--- config.mk ---
export PLATFORM = sky130hd
export DESIGN_NAME = can_pin_test_ctrl
export DESIGN_NICKNAME = d
export VERILOG_FILES = /design/src/rtl/can_pin_pkg.sv /design/src/rtl/can_pin_sync.sv /design/src/rtl/can_pin_regs.sv /design/src/rtl/can_pin_route.sv /design/src/rtl/can_pin_test_ctrl.sv
export SDC_FILE = /design/constraint.sdc
export NUM_CORES = 1
export LEC_CHECK = 0
export ABC_CLOCK_PERIOD_IN_PS = 1700
export BUFFER_PORTS_ARGS = -buffer_cell sky130_fd_sc_hd__buf_2
export CAP_MARGIN = 20
export CORE_AREA = 10 10 47 49
export DETAILED_ROUTE_END_ITERATION = 8
export DIE_AREA = 0 0 57 59
export GPL_TIMING_DRIVEN = 0
export PLACE_DENSITY = 0.71
export SYNTH_ARGS = -nofsm -noshare
export SYNTH_HDL_FRONTEND = slang
export SYNTH_SLANG_ARGS = --single-unit
--- constraint.sdc ---
create_clock -name clk -period 1.7 [get_ports clk]
set_clock_uncertainty 0.05 [all_clocks]
set_input_delay 0.425 -clock clk [delete_from_list [all_inputs] [get_ports clk]]
set_output_delay 0.425 -clock clk [all_outputs]
set_load 0.02 [all_outputs]
--- src/rtl/can_pin_pkg.sv ---
package can_pin_pkg;

    localparam int CTRL_W    = 16;
    localparam int POS_RXOFF = 10;
    localparam int POS_TXOFF = 9;
    localparam int POS_LOOP  = 8;
    localparam int POS_WAKE  = 7;
    localparam int POS_SLEEP = 0;

    localparam logic LVL_RECESSIVE = 1'b1;
    localparam logic LVL_DOMINANT  = 1'b0;

    typedef struct packed {
        logic rx_off;
        logic tx_off;
        logic loop_en;
        logic wake_en;
    } test_ctrl_t;

    localparam test_ctrl_t CTRL_RESET = '{rx_off: 1'b0, tx_off: 1'b0, loop_en: 1'b0, wake_en: 1'b0};

    function automatic test_ctrl_t decode_ctrl(input logic [CTRL_W-1:0] w);
        test_ctrl_t c;
        c.rx_off  = w[POS_RXOFF];
        c.tx_off  = w[POS_TXOFF];
        c.loop_en = w[POS_LOOP];
        c.wake_en = w[POS_WAKE];
        return c;
    endfunction

    function automatic logic [CTRL_W-1:0] encode_ctrl(input test_ctrl_t c, input logic slp);
        logic [CTRL_W-1:0] w;
        w            = '0;
        w[POS_RXOFF] = c.rx_off;
        w[POS_TXOFF] = c.tx_off;
        w[POS_LOOP]  = c.loop_en;
        w[POS_WAKE]  = c.wake_en;
        w[POS_SLEEP] = slp;
        return w;
    endfunction

endpackage

--- src/rtl/can_pin_sync.sv ---
module can_pin_sync #(
    parameter int STAGES = 2
) (
    input  logic clk,
    input  logic rst,
    input  logic async_in,
    output logic sync_out
);
    import can_pin_pkg::*;

    logic [STAGES-1:0] chain;

    always_ff @(posedge clk) begin
        if (rst) chain <= {STAGES{LVL_RECESSIVE}};
        else     chain <= {chain[STAGES-2:0], async_in};
    end

    assign sync_out = chain[STAGES-1];

    initial begin
        assert (STAGES >= 2) else $error("synchronizer needs at least two stages");
    end
endmodule

--- src/rtl/can_pin_regs.sv ---
module can_pin_regs (
    input  logic                          clk,
    input  logic                          rst,
    input  logic                          wr,
    input  logic [can_pin_pkg::CTRL_W-1:0] wdata,
    input  logic                          rx_sync,
    output can_pin_pkg::test_ctrl_t       ctrl,
    output logic                          sleep,
    output logic [can_pin_pkg::CTRL_W-1:0] rdata
);
    import can_pin_pkg::*;

    logic wake_hit;
    logic unused_wbits;

    assign unused_wbits = ^{wdata[CTRL_W-1:POS_RXOFF+1], wdata[POS_WAKE-1:POS_SLEEP+1]};
    assign wake_hit     = sleep && ctrl.wake_en && (rx_sync == LVL_DOMINANT);

    always_ff @(posedge clk) begin
        if (rst) begin
            ctrl  <= CTRL_RESET;
            sleep <= 1'b0;
        end else begin
            if (wr) ctrl <= decode_ctrl(wdata);
            if (wake_hit)  sleep <= 1'b0;
            else if (wr)   sleep <= wdata[POS_SLEEP];
        end
    end

    assign rdata = encode_ctrl(ctrl, sleep);

    // synchronized dominant with wake enabled always ends sleep
    assert_wake_clears_R9: assert property (@(posedge clk) disable iff (rst)
        (sleep && ctrl.wake_en && rx_sync == LVL_DOMINANT) |=> !sleep);

    // without wake enabled, only a write moves the sleep flag
    assert_sleep_write_only_R8: assert property (@(posedge clk) disable iff (rst)
        (!ctrl.wake_en && !wr) |=> $stable(sleep));

    // control fields move only on a write
    assert_ctrl_hold_R2: assert property (@(posedge clk) disable iff (rst)
        !wr |=> $stable(ctrl));
endmodule

--- src/rtl/can_pin_route.sv ---
module can_pin_route (
    input  logic                    clk,
    input  logic                    rst,
    input  can_pin_pkg::test_ctrl_t ctrl,
    input  logic                    rx_sync,
    input  logic                    eng_tx,
    output logic                    eng_rx,
    output logic                    pin_tx
);
    import can_pin_pkg::*;

    logic rx_hold;
    logic tx_hold;

    always_ff @(posedge clk) begin
        if (rst) begin
            rx_hold <= LVL_RECESSIVE;
            tx_hold <= LVL_RECESSIVE;
        end else begin
            if (!ctrl.rx_off) rx_hold <= rx_sync;
            if (!ctrl.tx_off) tx_hold <= eng_tx;
        end
    end

    always_comb begin
        if (ctrl.loop_en)     eng_rx = eng_tx;
        else if (ctrl.rx_off) eng_rx = rx_hold;
        else                  eng_rx = rx_sync;
    end

    assign pin_tx = ctrl.tx_off ? tx_hold : eng_tx;

    // frozen receive path does not move while loopback stays off
    assert_rx_frozen_R4: assert property (@(posedge clk) disable iff (rst)
        (ctrl.rx_off && !ctrl.loop_en && $past(ctrl.rx_off) && !$past(ctrl.loop_en)) |-> $stable(eng_rx));

    // frozen transmit pin does not move
    assert_tx_frozen_R7: assert property (@(posedge clk) disable iff (rst)
        (ctrl.tx_off && $past(ctrl.tx_off)) |-> $stable(pin_tx));
endmodule

--- src/rtl/can_pin_test_ctrl.sv ---
module can_pin_test_ctrl #(
    parameter int SYNC_STAGES = 2
) (
    input  logic        clk,
    input  logic        rst,
    input  logic        reg_wr,
    input  logic [15:0] reg_wdata,
    output logic [15:0] reg_rdata,
    input  logic        eng_tx,
    output logic        eng_rx,
    input  logic        pin_rx,
    output logic        pin_tx,
    output logic        sleep_flag
);
    import can_pin_pkg::*;

    logic       rx_sync;
    test_ctrl_t ctrl;

    can_pin_sync #(.STAGES(SYNC_STAGES)) u_sync (
        .clk      (clk),
        .rst      (rst),
        .async_in (pin_rx),
        .sync_out (rx_sync)
    );

    can_pin_regs u_regs (
        .clk     (clk),
        .rst     (rst),
        .wr      (reg_wr),
        .wdata   (reg_wdata),
        .rx_sync (rx_sync),
        .ctrl    (ctrl),
        .sleep   (sleep_flag),
        .rdata   (reg_rdata)
    );

    can_pin_route u_route (
        .clk     (clk),
        .rst     (rst),
        .ctrl    (ctrl),
        .rx_sync (rx_sync),
        .eng_tx  (eng_tx),
        .eng_rx  (eng_rx),
        .pin_tx  (pin_tx)
    );

    // loopback ties the engine's receive bit to its own transmit bit
    assert_loopback_R5: assert property (@(posedge clk) disable iff (rst)
        reg_rdata[POS_LOOP] |-> (eng_rx == eng_tx));

    // transmit pin follows the engine when not frozen
    assert_tx_follow_R6: assert property (@(posedge clk) disable iff (rst)
        !reg_rdata[POS_TXOFF] |-> (pin_tx == eng_tx));
endmodule

Yosys cells after proc, flatten, opt, wreduce, memory -nomap -nowiden --
Cells that the tools add are included.
Operators by class: reductions and logical operators 3, bitwise gates (word level) 1, muxes and demuxes 3
Operators by type and width (count):
- 1-bit two-way mux | 3
- 1-bit logical AND | 2
- 2-bit OR reduction | 1
- 1-bit inverter | 1
Storage, ports and cells: register bits after elaboration 9, logic and storage cells 15

Longest topological paths before layout --
Gate-level depths: netlist (run 1).
depth in word-level cells 3, depth in mapped cells 3, mapped depth without buffers 2

By module --
Synthesis (run 1) repeated with hierarchy kept, for this count alone.
Second synthesis, totals: cell total of the unflattened synthesis 47, area total of the unflattened synthesis 460.4 um2
Modules (own cells, without submodules):
- can_pin_regs | sequential area each 100.1 um2, times used 1, cells an instance 34, area each 312.8 um2
- can_pin_route | sequential area each 40.0 um2, times used 1, cells an instance 9, area each 95.1 um2
- can_pin_sync | sequential area each 40.0 um2, times used 1, cells an instance 4, area each 52.6 um2

Worst setup path after synthesis (run 1) --
No wires, ideal clock.
path type reg-to-output, from reg, netlist name u_regs.ctrl[3], to out eng_rx, cell stages (with the launch flop) 3, data arrival time 1.087 ns, setup slack 0.138 ns, cells stage by stage dfxtp_1 mux2_4 mux2_2
On the way: word-level cells in the longest chain between the ends 2
RTL lines:
- 1-bit two-way mux
- 1-bit two-way mux | line can_pin_route.sv:26 | if (ctrl.loop_en) eng_rx = eng_tx;
- to (decl) | line can_pin_test_ctrl.sv:10 | output logic eng_rx,
Every way passes these cells.

Worst setup path after layout (run 1) --
from reg, netlist name u_regs.ctrl[3], to out eng_rx
On the way: word-level cells in the longest chain between the ends 2
RTL lines (line):
- 1-bit two-way mux
- 1-bit two-way mux | can_pin_route.sv:26
Every way passes these cells.

==> results of run 1 <==
## synthesized netlist by cell type
cell and instances:
clkbuf_1 1, or2_1 2, buf_4 13, or2_2 2, inv_1 1, mux2_4 1
a311oi_1 1, mux2i_1 5, dfxtp_1 9, mux2_2 2, conb_1 1, nor2_1 4
## what timing repair did
action                     CTS  global route
buffers inserted             1             0
pin swaps                    0             0
resized for setup            3             0
setup endpoints to repair    1             1
## logic make-up after synthesis
kind of cell           after synthesis
flip-flops                           9
multiplexers                         8
buffers and inverters               15
AND/OR/NAND/NOR                      8
AO/OA/AOI/OAI                        1
other                                1
## flip-flops by register name (all words and copies together), names as in the netlist
register and cells:
u_route.rx_hold 1, u_regs.ctrl 4, u_route.tx_hold 1, u_regs.sleep 1
u_sync.chain 2
## routing by layer
layer	track usage (%)	vias up	wire length (um)
li1	-	171	-
met5	0	-	0
met4	5.03	0	0
met2	8.68	17	414
met1	5.54	133	372
met3	3.22	0	119
## worst min path at each step
stage / slack [ns] / end / cells past startpoint
finish: 0.30 / u_sync.chain[0] / 2
global route: 0.30 / u_sync.chain[0] / 2
CTS: 0.29 / u_sync.chain[0] / 2
detailed placement: 0.35 / u_sync.chain[1] / 1
global placement: 0.35 / u_sync.chain[1] / 1
floorplan: 0.34 / u_sync.chain[1] / 1
## worst max-delay path: cells and delay by family, from the launching register on
family / cells / cell delay [ns]
flip-flops: 1 / 0.33
buffers and inverters: 1 / 0.13
multiplexers: 2 / 0.57
## layout make-up
cell class / instances / share of cell area (%)
Tap cell: 16 / 3.34
Multi-Input combinational cell: 28 / 29.6
Buffer: 14 / 16.9
Clock buffer: 4 / 4.38
Inverter: 1 / 0.626
Timing Repair Buffer: 16 / 14.8
Sequential cell: 9 / 30.3
## through the flow
stage / power, W / util [%] / TNS [ns] / hold WS, ns / cell area [um^2]
floorplan: 0.000317 / - / 0 / 0.339 / 463
global placement: 0.000341 / 39.8 / 0 / 0.346 / 558
detailed placement: 0.000342 / 39.8 / 0 / 0.352 / 558
CTS: 0.000511 / 42.8 / -0.0727 / 0.287 / 599
global route: 0.000530 / 42.8 / -0.104 / 0.295 / 599
finish: 0.000500 / 42.8 / -0.0620 / 0.299 / 599
## report_power, final
group / leakage, nW / internal [W] / switching (W)
clock: 0.0150 / 0.0000900 / 0.0000673
sequential: 0.0748 / 0.000223 / 0.00000676
combinational: 0.246 / 0.0000526 / 0.0000606
==> results by group, run 1 <==
Finish
  • Fin nets: 94
  • Most frequent cells in the layout: buf_4, buf_2, conb_1
  • Layout cell share with drive strength beyond 1: approximately 53%
  • Area of the multi-input gates: about 180 um^2
  • Diodes inserted: 0
  • Area Overhead vs Synth: 40.9%
  • Fill count: 159
  • Seq. cell area: ~180 um^2
  • Fin cells: between 80 and 90

Synthesis
  • Post-synth top area cell: dfxtp_1
  • Share of Yosys cell area claimed by the top area cell type: a little over two fifths
  • Largest family of logic cells by synthesized area: buffers and inverters
  • Post-synthesis sequential area ratio: a little over two fifths
  • Avg Cell Area, Syn: just over 10 um^2
  • Xor-xnor portion of the synthesized cell area: 0%
  • Seq cells post-synth: 9
  • Synth warn: 0
  • Synth Instances: 42
  • Post-Synthesis Cell Area: 425 um^2
  • Synth cell types: 12
  • Adder-Cell Fraction of Synth Area: 0%
  • Mux cell area share after synthesis: between 20% and 30%
  • Synth area leaders: dfxtp_1, buf_4, mux2i_1
  • Area share of and/or/nand/nor cells after synthesis: 9.41%
  • Synth Area in Compound Gates: under 10%

Detailed routing
  • Vias: around 320
  • Final ANT Viol Nets: 0
  • Drt initial violations: 3
  • Routed vias/inst: between 3 and 4
  • DRT Pass-1 Iters: 2
  • Routed len/inst: around 10 um
  • Drt total wl: slightly above 900 um
  • Remaining DRCs: 0

Global routing
  • Largest net degree at the start of global routing: 10
  • First-pass GRT wire length: between 1.5 and 2 mm
  • GRT Overall Usage: under 10%
  • Vias in the first global route: between 300 and 400
  • Initial antenna violation count: 0
  • Total gr overflow: 0

Clock tree
  • Hold buffer count at CTS: 0
  • Clock Sinks: 9
  • CTS tree: done
  • CTS buffer count: 3
  • Clock Pin Slew Worst Setup and Hold Paths: roughly 0.060 ns
  • Later-pin clock latency in the skew report: 0.25 ns
  • Clock buffer depth: 2
  • CTS H-Tree Depth: 1
  • Clk root buf: clkbuf_4

Die
  • Die Width: roughly 57 um
  • Die Ht: 59 um
  • Core ar.: 1400 um^2
  • Cell row count: 14
  • Initial core utilization: between 30 and 40%
  • Die area: around 3400 um^2
  • Num ports: 40

Setup path
  • Worst Setup SP: u_regs.ctrl[3]
  • CP Class: reg -> out
  • R2R setup slack: a little over 0.6 ns
  • Crit path cell chain: mux2_4, mux2_2, buf_6
  • R2r startpoint: u_regs.ctrl[2]
  • Startpoint types: flop
  • Crit path max fanout: 2
  • Required time of the critical path: about 1.2 ns
  • Reg2reg path depth: 2
  • Arrival time at the worst endpoint: approximately 1.3 ns
  • CP endpoint: eng_rx
  • Worst path max stage delay: ~0.33 ns
  • Crit. End Element: output pin
  • CP max stage cell: dfxtp_2
  • Reg2reg end: u_route.tx_hold

Place
  • Routability Congestion: between 0.6 and 0.7
  • DP Cell Count: 83
  • Dpl ws: around 0.16 ns
  • Port Buffers: 15

Timing
  • Hold Fails Final Rpt: 0
  • Slew Viols, Final: 0
  • RSZ-0062 raised after global routing: true
  • Setup-failing EPs final: 1
  • Fmax achieved: around 570 MHz
  • Shortest period the worst path allows: approximately 1.8 ns
  • Worst setup margin: -0.0620 ns
  • Period utilization: 104%

Power
  • P_leak: 0.336 nW
  • P per Cell Area: 834 nW/um^2
  • Max VDD drop: approximately 0.00044 V

Job
  • Max-cap violation count: 0

Min path
  • HP Class: in -> reg
  • Hold wc startpoint: pin_rx

Run status
  • Failing checks: setup timing
  • Status: finished with violations
Power figures use the tool's default switching activity.
==> run 2, diff against run 1 <==
--- a/config.mk
+++ b/config.mk
@@ -5,6 +5,7 @@
 export SDC_FILE = /design/constraint.sdc
 export NUM_CORES = 1
 export LEC_CHECK = 0
+export ABC_AREA = 1
 export ABC_CLOCK_PERIOD_IN_PS = 1700
 export BUFFER_PORTS_ARGS = -buffer_cell sky130_fd_sc_hd__buf_2
 export CAP_MARGIN = 20
@@ -12,7 +13,7 @@
 export DETAILED_ROUTE_END_ITERATION = 8
 export DIE_AREA = 0 0 57 59
 export GPL_TIMING_DRIVEN = 0
-export PLACE_DENSITY = 0.71
+export PLACE_DENSITY = 0.72
 export SYNTH_ARGS = -nofsm -noshare
 export SYNTH_HDL_FRONTEND = slang
 export SYNTH_SLANG_ARGS = --single-unit
==> run 2 against run 1 <==
  * The flow now finishes without violations
  * Critical path depth rose by 2
  * Core utilization rose by 0.45 points
  * Global-route usage rose by 0.13 points
  * Sequential power barely moved
  * Via count rose by 24%
  * Die area did not move
  * Sequential share of layout area fell by 0.52 points
  * Critical endpoint unchanged
  * Largest cell class is now registers
==> results by group, run 2 <==
Synthesis
  • Synth warn: 0
  • Adder-Cell Fraction of Synth Area: 0%
  • Commonest cells in the netlist: buf_4, nor2_1, dfxtp_1, nand2_1, inv_1
  • Synth area leaders: dfxtp_1, buf_4, nor2_1
  • Post-synthesis sequential area ratio: around two fifths
  • Avg Cell Area, Syn: ~7.3 um^2
  • Asr flop ratio synth: 0%
  • Ys flop type: dfxtp_1
  • Synth cell types: 11
  • Largest family of logic cells by synthesized area: buffers and inverters
  • Xor-xnor portion of the synthesized cell area: 0%
  • Most frequent cell after synthesis: buf_4
  • Synth Area in Compound Gates: between 7 and 8%
  • Seq cells post-synth: 9
  • Mux cell area share after synthesis: 0%
  • Post-synth top area cell: dfxtp_1
  • EDFF count, synth: 0
  • Post-Synthesis Cell Area: between 400 and 500 um^2
  • Share of Yosys cell area claimed by the top area cell type: between 40 and 50%
  • Area share of and/or/nand/nor cells after synthesis: roughly 23%
  • Synth Instances: 60

Place
  • Port Buffers: 17
  • Routability Congestion: between 0.7 and 0.8
  • Dpl ws: between 0.3 and 0.4 ns
  • Post-DP HPWL: roughly 850 um

Clock tree
  • Clock Pin Slew Worst Setup and Hold Paths: around 0.06 ns
  • Clock Sinks: 9
  • Hold buffer count at CTS: 0
  • Post-CTS Setup Repair Bufs: 0
  • CTS tree: done
  • CTS resizes: 0
  • CTS buffer count: 3
  • CTS H-Tree Depth: 1
  • Later-pin clock latency in the skew report: 0.26 ns
  • Clock buffer depth: 2
  • Clk root buf: clkbuf_4

Die
  • Die Ht: 59 um
  • Die Width: about 57 um
  • Initial core utilization: between 30% and 40%
  • Die area: around 3400 um^2
  • Num ports: 40
  • Core ar.: ~1400 um^2
  • Cell row count: 14

Detailed routing
  • Vias: between 300 and 400
  • Final ANT Viol Nets: 0
  • Drt initial violations: 7
  • Drt total wl: roughly 1.0 mm
  • Routed vias/inst: 3.73
  • DRT Pass-1 Iters: 2
  • Routed len/inst: about 9.3 um
  • Remaining DRCs: 0

Setup path
  • Most Frequent Cell on Critical Path: nand2_1
  • CP max stage cell: dfxtp_1
  • Delay-heaviest family, CP: flip-flops
  • Worst path bufs/invs: 2
  • Startpoint types: flop
  • Arrival time at the worst endpoint: 1.03 ns
  • Required time of the critical path: 1.22 ns
  • Crit. End Element: output pin
  • Worst path max stage delay: 0.37 ns
  • Crit path max fanout: 4
  • Crit path cell chain: inv_1, nand2_1, nand3b_1, nand2_1, buf_2
  • CP Class: reg -> out

Global routing
  • GRT Overall Usage: roughly 5.9%
  • First-pass GRT wire length: 1.53 mm
  • Vias in the first global route: roughly 370
  • Total gr overflow: 0
  • Initial antenna violation count: 0
  • Largest net degree at the start of global routing: 8

Finish
  • Most flop-heavy register: u_regs.ctrl
  • Most frequent cells in the layout: buf_2, buf_4, nor2_1, conb_1
  • Layout cell share with drive strength beyond 1: 37.4%
  • Area Overhead vs Synth: 38.7%
  • Biggest regs: u_regs.ctrl (4), u_sync.chain (2)
  • Fill count: 158
  • Diodes inserted: 0
  • Fin nets: 113
  • Max FFs per register: 4
  • Most common library cell in the layout ignoring fill and taps: buf_2

Timing
  • Fmax achieved: 663 MHz
  • Final hold slack: 0.298 ns
  • Slew Viols, Final: 0
  • Period utilization: about 89%
  • Shortest period the worst path allows: ~1.5 ns
  • RSZ-0062 raised after global routing: false
  • Setup-failing EPs final: 0
  • Worst setup margin: ~0.19 ns
  • Setup_tns: 0 ns
  • Hold Fails Final Rpt: 0

Power
  • P per Cell Area: ~850 nW/um^2
  • Power Total: about 0.0005 W
  • Max VDD drop: ~0.00033 V
  • P_leak: between 0.3 and 0.4 nW

Job
  • Max-cap violation count: 0

Min path
  • HP Class: in -> reg

Run status
  • Status: finished, final reports clean
-- run 2: cell count changes after synthesis, sizes merged, moves of 2 or more --
cell	delta
nand2	+9
mux2i	-5
mux2	-3
or2	-2
inv	+7
nor2	+7
o21ai	+5
-- run 2: logic make-up after synthesis --
group	after synthesis
compound gates	6
buf+inv	20
flops	9
other cells	1
simple gates	24
-- run 2: metrics by stage --
step,util (%),instances,area [um^2]
global route,43.2,107,606
CTS,43.2,107,606
global placement,41.3,103,579
finish,43.2,107,606
floorplan,-,70,474
detailed placement,41.3,103,579
-- run 2: worst register-to-register path, delay by kind of cell, from the launching register on --
kind	cells	cell delay, ns
flip-flops	1	0.37
buffers and inverters	1	0.05
AND/OR/NAND/NOR	3	0.20
-- run 2: report_power, final --
part | internal (W) | leakage (nW) | total, W | switching (W)
registers | 0.000224 | 0.0747 | 0.000231 | 0.00000760
clock network | 0.0000906 | 0.0150 | 0.000167 | 0.0000765
logic | 0.0000458 | 0.278 | 0.000114 | 0.0000678
-- run 2: worst paths after layout --
check                       start              end  slack [ns]  depth (start not counted)
setup / recovery   u_regs.ctrl[3]           eng_rx        0.19                          5
hold / removal             pin_rx  u_sync.chain[0]        0.30                          2
hold reg to reg   u_sync.chain[0]  u_sync.chain[1]        0.36                          1
setup reg to reg     u_regs.sleep     u_regs.sleep        0.97                          4
-- run 2: cell type report --
type                            instances  area (um^2)  share of cell area, %
Multi-Input combinational cell         41          174                   28.7
Tap cell                               16         20.0                   3.31
Inverter                                8         30.0                   4.96
Buffer                                 12         90.1                   14.9
Clock buffer                            4         26.3                   4.34
Timing Repair Buffer                   17         85.1                   14.0
Sequential cell                         9          180                   29.8
-- run 2: metal layers --
metal | vias to the layer above | GRT usage [%] | wire length, um
li1 | 219 | - | -
met1 | 160 | 5.66 | 411
met2 | 18 | 8.84 | 457
met3 | 2 | 3.43 | 115
met4 | 0 | 5.03 | 15
met5 | - | 0 | 0
==> run 3, diff against run 2 <==
--- a/config.mk
+++ b/config.mk
@@ -10,10 +10,11 @@
 export BUFFER_PORTS_ARGS = -buffer_cell sky130_fd_sc_hd__buf_2
 export CAP_MARGIN = 20
 export CORE_AREA = 10 10 47 49
+export CTS_BUF_LIST = sky130_fd_sc_hd__clkbuf_16
 export DETAILED_ROUTE_END_ITERATION = 8
 export DIE_AREA = 0 0 57 59
 export GPL_TIMING_DRIVEN = 0
-export PLACE_DENSITY = 0.72
+export PLACE_DENSITY = 0.84
 export SYNTH_ARGS = -nofsm -noshare
 export SYNTH_HDL_FRONTEND = slang
 export SYNTH_SLANG_ARGS = --single-unit
==> run 3 against run 2 <==
  * Final cell count stayed put
  * First-iteration DRC count unchanged
  * Combinational power hardly changed
  * Clock power rose by 140%
  * Routed wire length grew 4.5%
  * Die area unchanged
  * Sequential share of layout area decreased by 2.4 points
  * Register-to-register slack worse by 0.04 ns
  * Worst setup slack better by 0.033 ns
  * Critical path type unchanged
==> results by group, run 3 (synthesized netlist as in run 2, its figures left out) <==
Run status
  • Status: finished, final reports clean

Finish
  • Most frequent cells in the layout: buf_2, buf_4, nor2_1, conb_1
  • Fin util: 47.0%
  • Area Overhead vs Synth: 50.7%
  • Most common library cell in the layout ignoring fill and taps: buf_2
  • Layout cell share with drive strength beyond 1: between 30% and 40%
  • Max FFs per register: 4
  • Most flop-heavy register: u_regs.ctrl
  • Biggest regs: u_regs.ctrl (4), u_sync.chain (2)
  • Fin nets: between 100 and 150
  • Fill count: approximately 160
  • Diodes inserted: 0

Die
  • Core ar.: roughly 1400 um^2
  • Die Ht: between 50 and 60 um
  • Die Width: between 50 and 60 um
  • Cell row count: 14
  • Die area: 3360 um^2
  • Num ports: 40
  • Initial core utilization: 31.2%

Detailed routing
  • Remaining DRCs: 0
  • Drt initial violations: 7
  • Routed len/inst: approximately 9.8 um
  • Vias: roughly 400
  • DRT Pass-1 Iters: 4
  • Final ANT Viol Nets: 0
  • Routed vias/inst: ~3.8
  • Drt total wl: 1.05 mm

Power
  • Net Sw Power: around 0.00018 W
  • Comb power frac: ~15%
  • P_leak: around 0.40 nW
  • Power Total: approximately 0.00075 W
  • P per Cell Area: 1140 nW/um^2
  • Max VDD drop: around 0.00058 V
  • Internal power: 0.000578 W
  • Switching share of total power: 23.3%
  • Power share of the clock group: a little over half
  • Sequential power share: a little under a third

Clock tree
  • Hold buffer count at CTS: 0
  • Clock Pin Slew Worst Setup and Hold Paths: roughly 0.040 ns
  • CTS tree: done
  • CTS H-Tree Depth: 1
  • Later-pin clock latency in the skew report: roughly 0.23 ns
  • CTS resizes: 0
  • Clock Sinks: 9
  • CTS buffer count: 3
  • Clk root buf: clkbuf_16
  • Post-CTS Setup Repair Bufs: 0
  • Clock buffer depth: 2

Timing
  • Shortest period the worst path allows: about 1.5 ns
  • Fmax achieved: between 600 and 700 MHz
  • Slew Viols, Final: 0
  • RSZ-0062 raised after global routing: false
  • Hold Fails Final Rpt: 0
  • Setup_tns: 0 ns
  • Period utilization: 86.8%
  • Setup-failing EPs final: 0

Setup path
  • Startpoint types: flop
  • CP Class: reg -> out
  • Arrival time at the worst endpoint: 1.00 ns
  • Crit path max fanout: 4
  • Crit. End Element: output pin
  • Required time of the critical path: roughly 1.2 ns

Global routing
  • First-pass GRT wire length: approximately 1.7 mm
  • Initial antenna violation count: 0
  • Largest net degree at the start of global routing: 8
  • GRT Overall Usage: between 6 and 7%
  • Vias in the first global route: ~430
  • Total gr overflow: 0

Place
  • Post-DP HPWL: a little under 900 um
  • Routability Congestion: 0.722
  • Port Buffers: 17

Min path
  • HP Class: in -> reg

Job
  • Max-cap violation count: 0
## run 3: cell types whose count changed in the layout (fill, tap and decap cells not counted)
cell | before | now
clkbuf_1 | 1 | 0
inv_1 | 8 | 9
clkbuf_16 | 0 | 3
clkbuf_4 | 3 | 0
## run 3: path summary, 6_finish.rpt
path	startpoint	end	slack, ns	depth (start not counted)
setup / recovery	u_regs.ctrl[3]	eng_rx	0.22	5
hold / removal	pin_rx	u_sync.chain[0]	0.32	2
setup reg to reg	u_regs.sleep	u_regs.sleep	0.93	4
hold reg to reg	u_sync.chain[0]	u_sync.chain[1]	0.38	1
## run 3: final cells by class
class | instances | area (um^2) | share of cell area [%]
plain buffers | 12 | 90.1 | 13.7
clock buffers | 3 | 75.1 | 11.4
multi-input cells | 41 | 174 | 26.4
clock inverters | 1 | 3.75 | 0.570
repair buffers | 17 | 85.1 | 12.9
well taps | 16 | 20.0 | 3.04
inverters | 8 | 30.0 | 4.56
flip-flops and latches | 9 | 180 | 27.4
## run 3: power groups by stage
stage	sequential, W	clock (W)	combinational, W
3_3_place_gp	0.000236	0	0.000112
2_1_floorplan	0.000245	0	0.0000734
5_1_grt	0.000235	0.000427	0.000127
4_1_cts	0.000233	0.000413	0.000114
6_report	0.000233	0.000406	0.000114
3_5_place_dp	0.000236	0	0.000114
## run 3: critical path, stage by stage (launching register included)
cell and delay [ns]:
dfxtp_1 0.36, inv_1 0.05, nand2_1 0.07, nand3b_1 0.07
nand2_1 0.05, buf_2 0.15
## run 3: through the flow
stage               cells  setup slack, ns  instance area [um^2]  hold WS, ns
floorplan              70            0.294                   474        0.339
global placement      103            0.351                   579        0.344
detailed placement    103            0.359                   579        0.364
CTS                   107            0.207                   658        0.323
global route          107            0.164                   658        0.335
finish                107            0.225                   658        0.324
## run 3: layer usage
metal	wire length [um]	global-route usage [%]	vias to the layer above
met5	0	0	-
met4	25	4.03	0
met3	99	4.08	3
met2	478	10.1	18
met1	441	6.39	168
li1	-	-	219
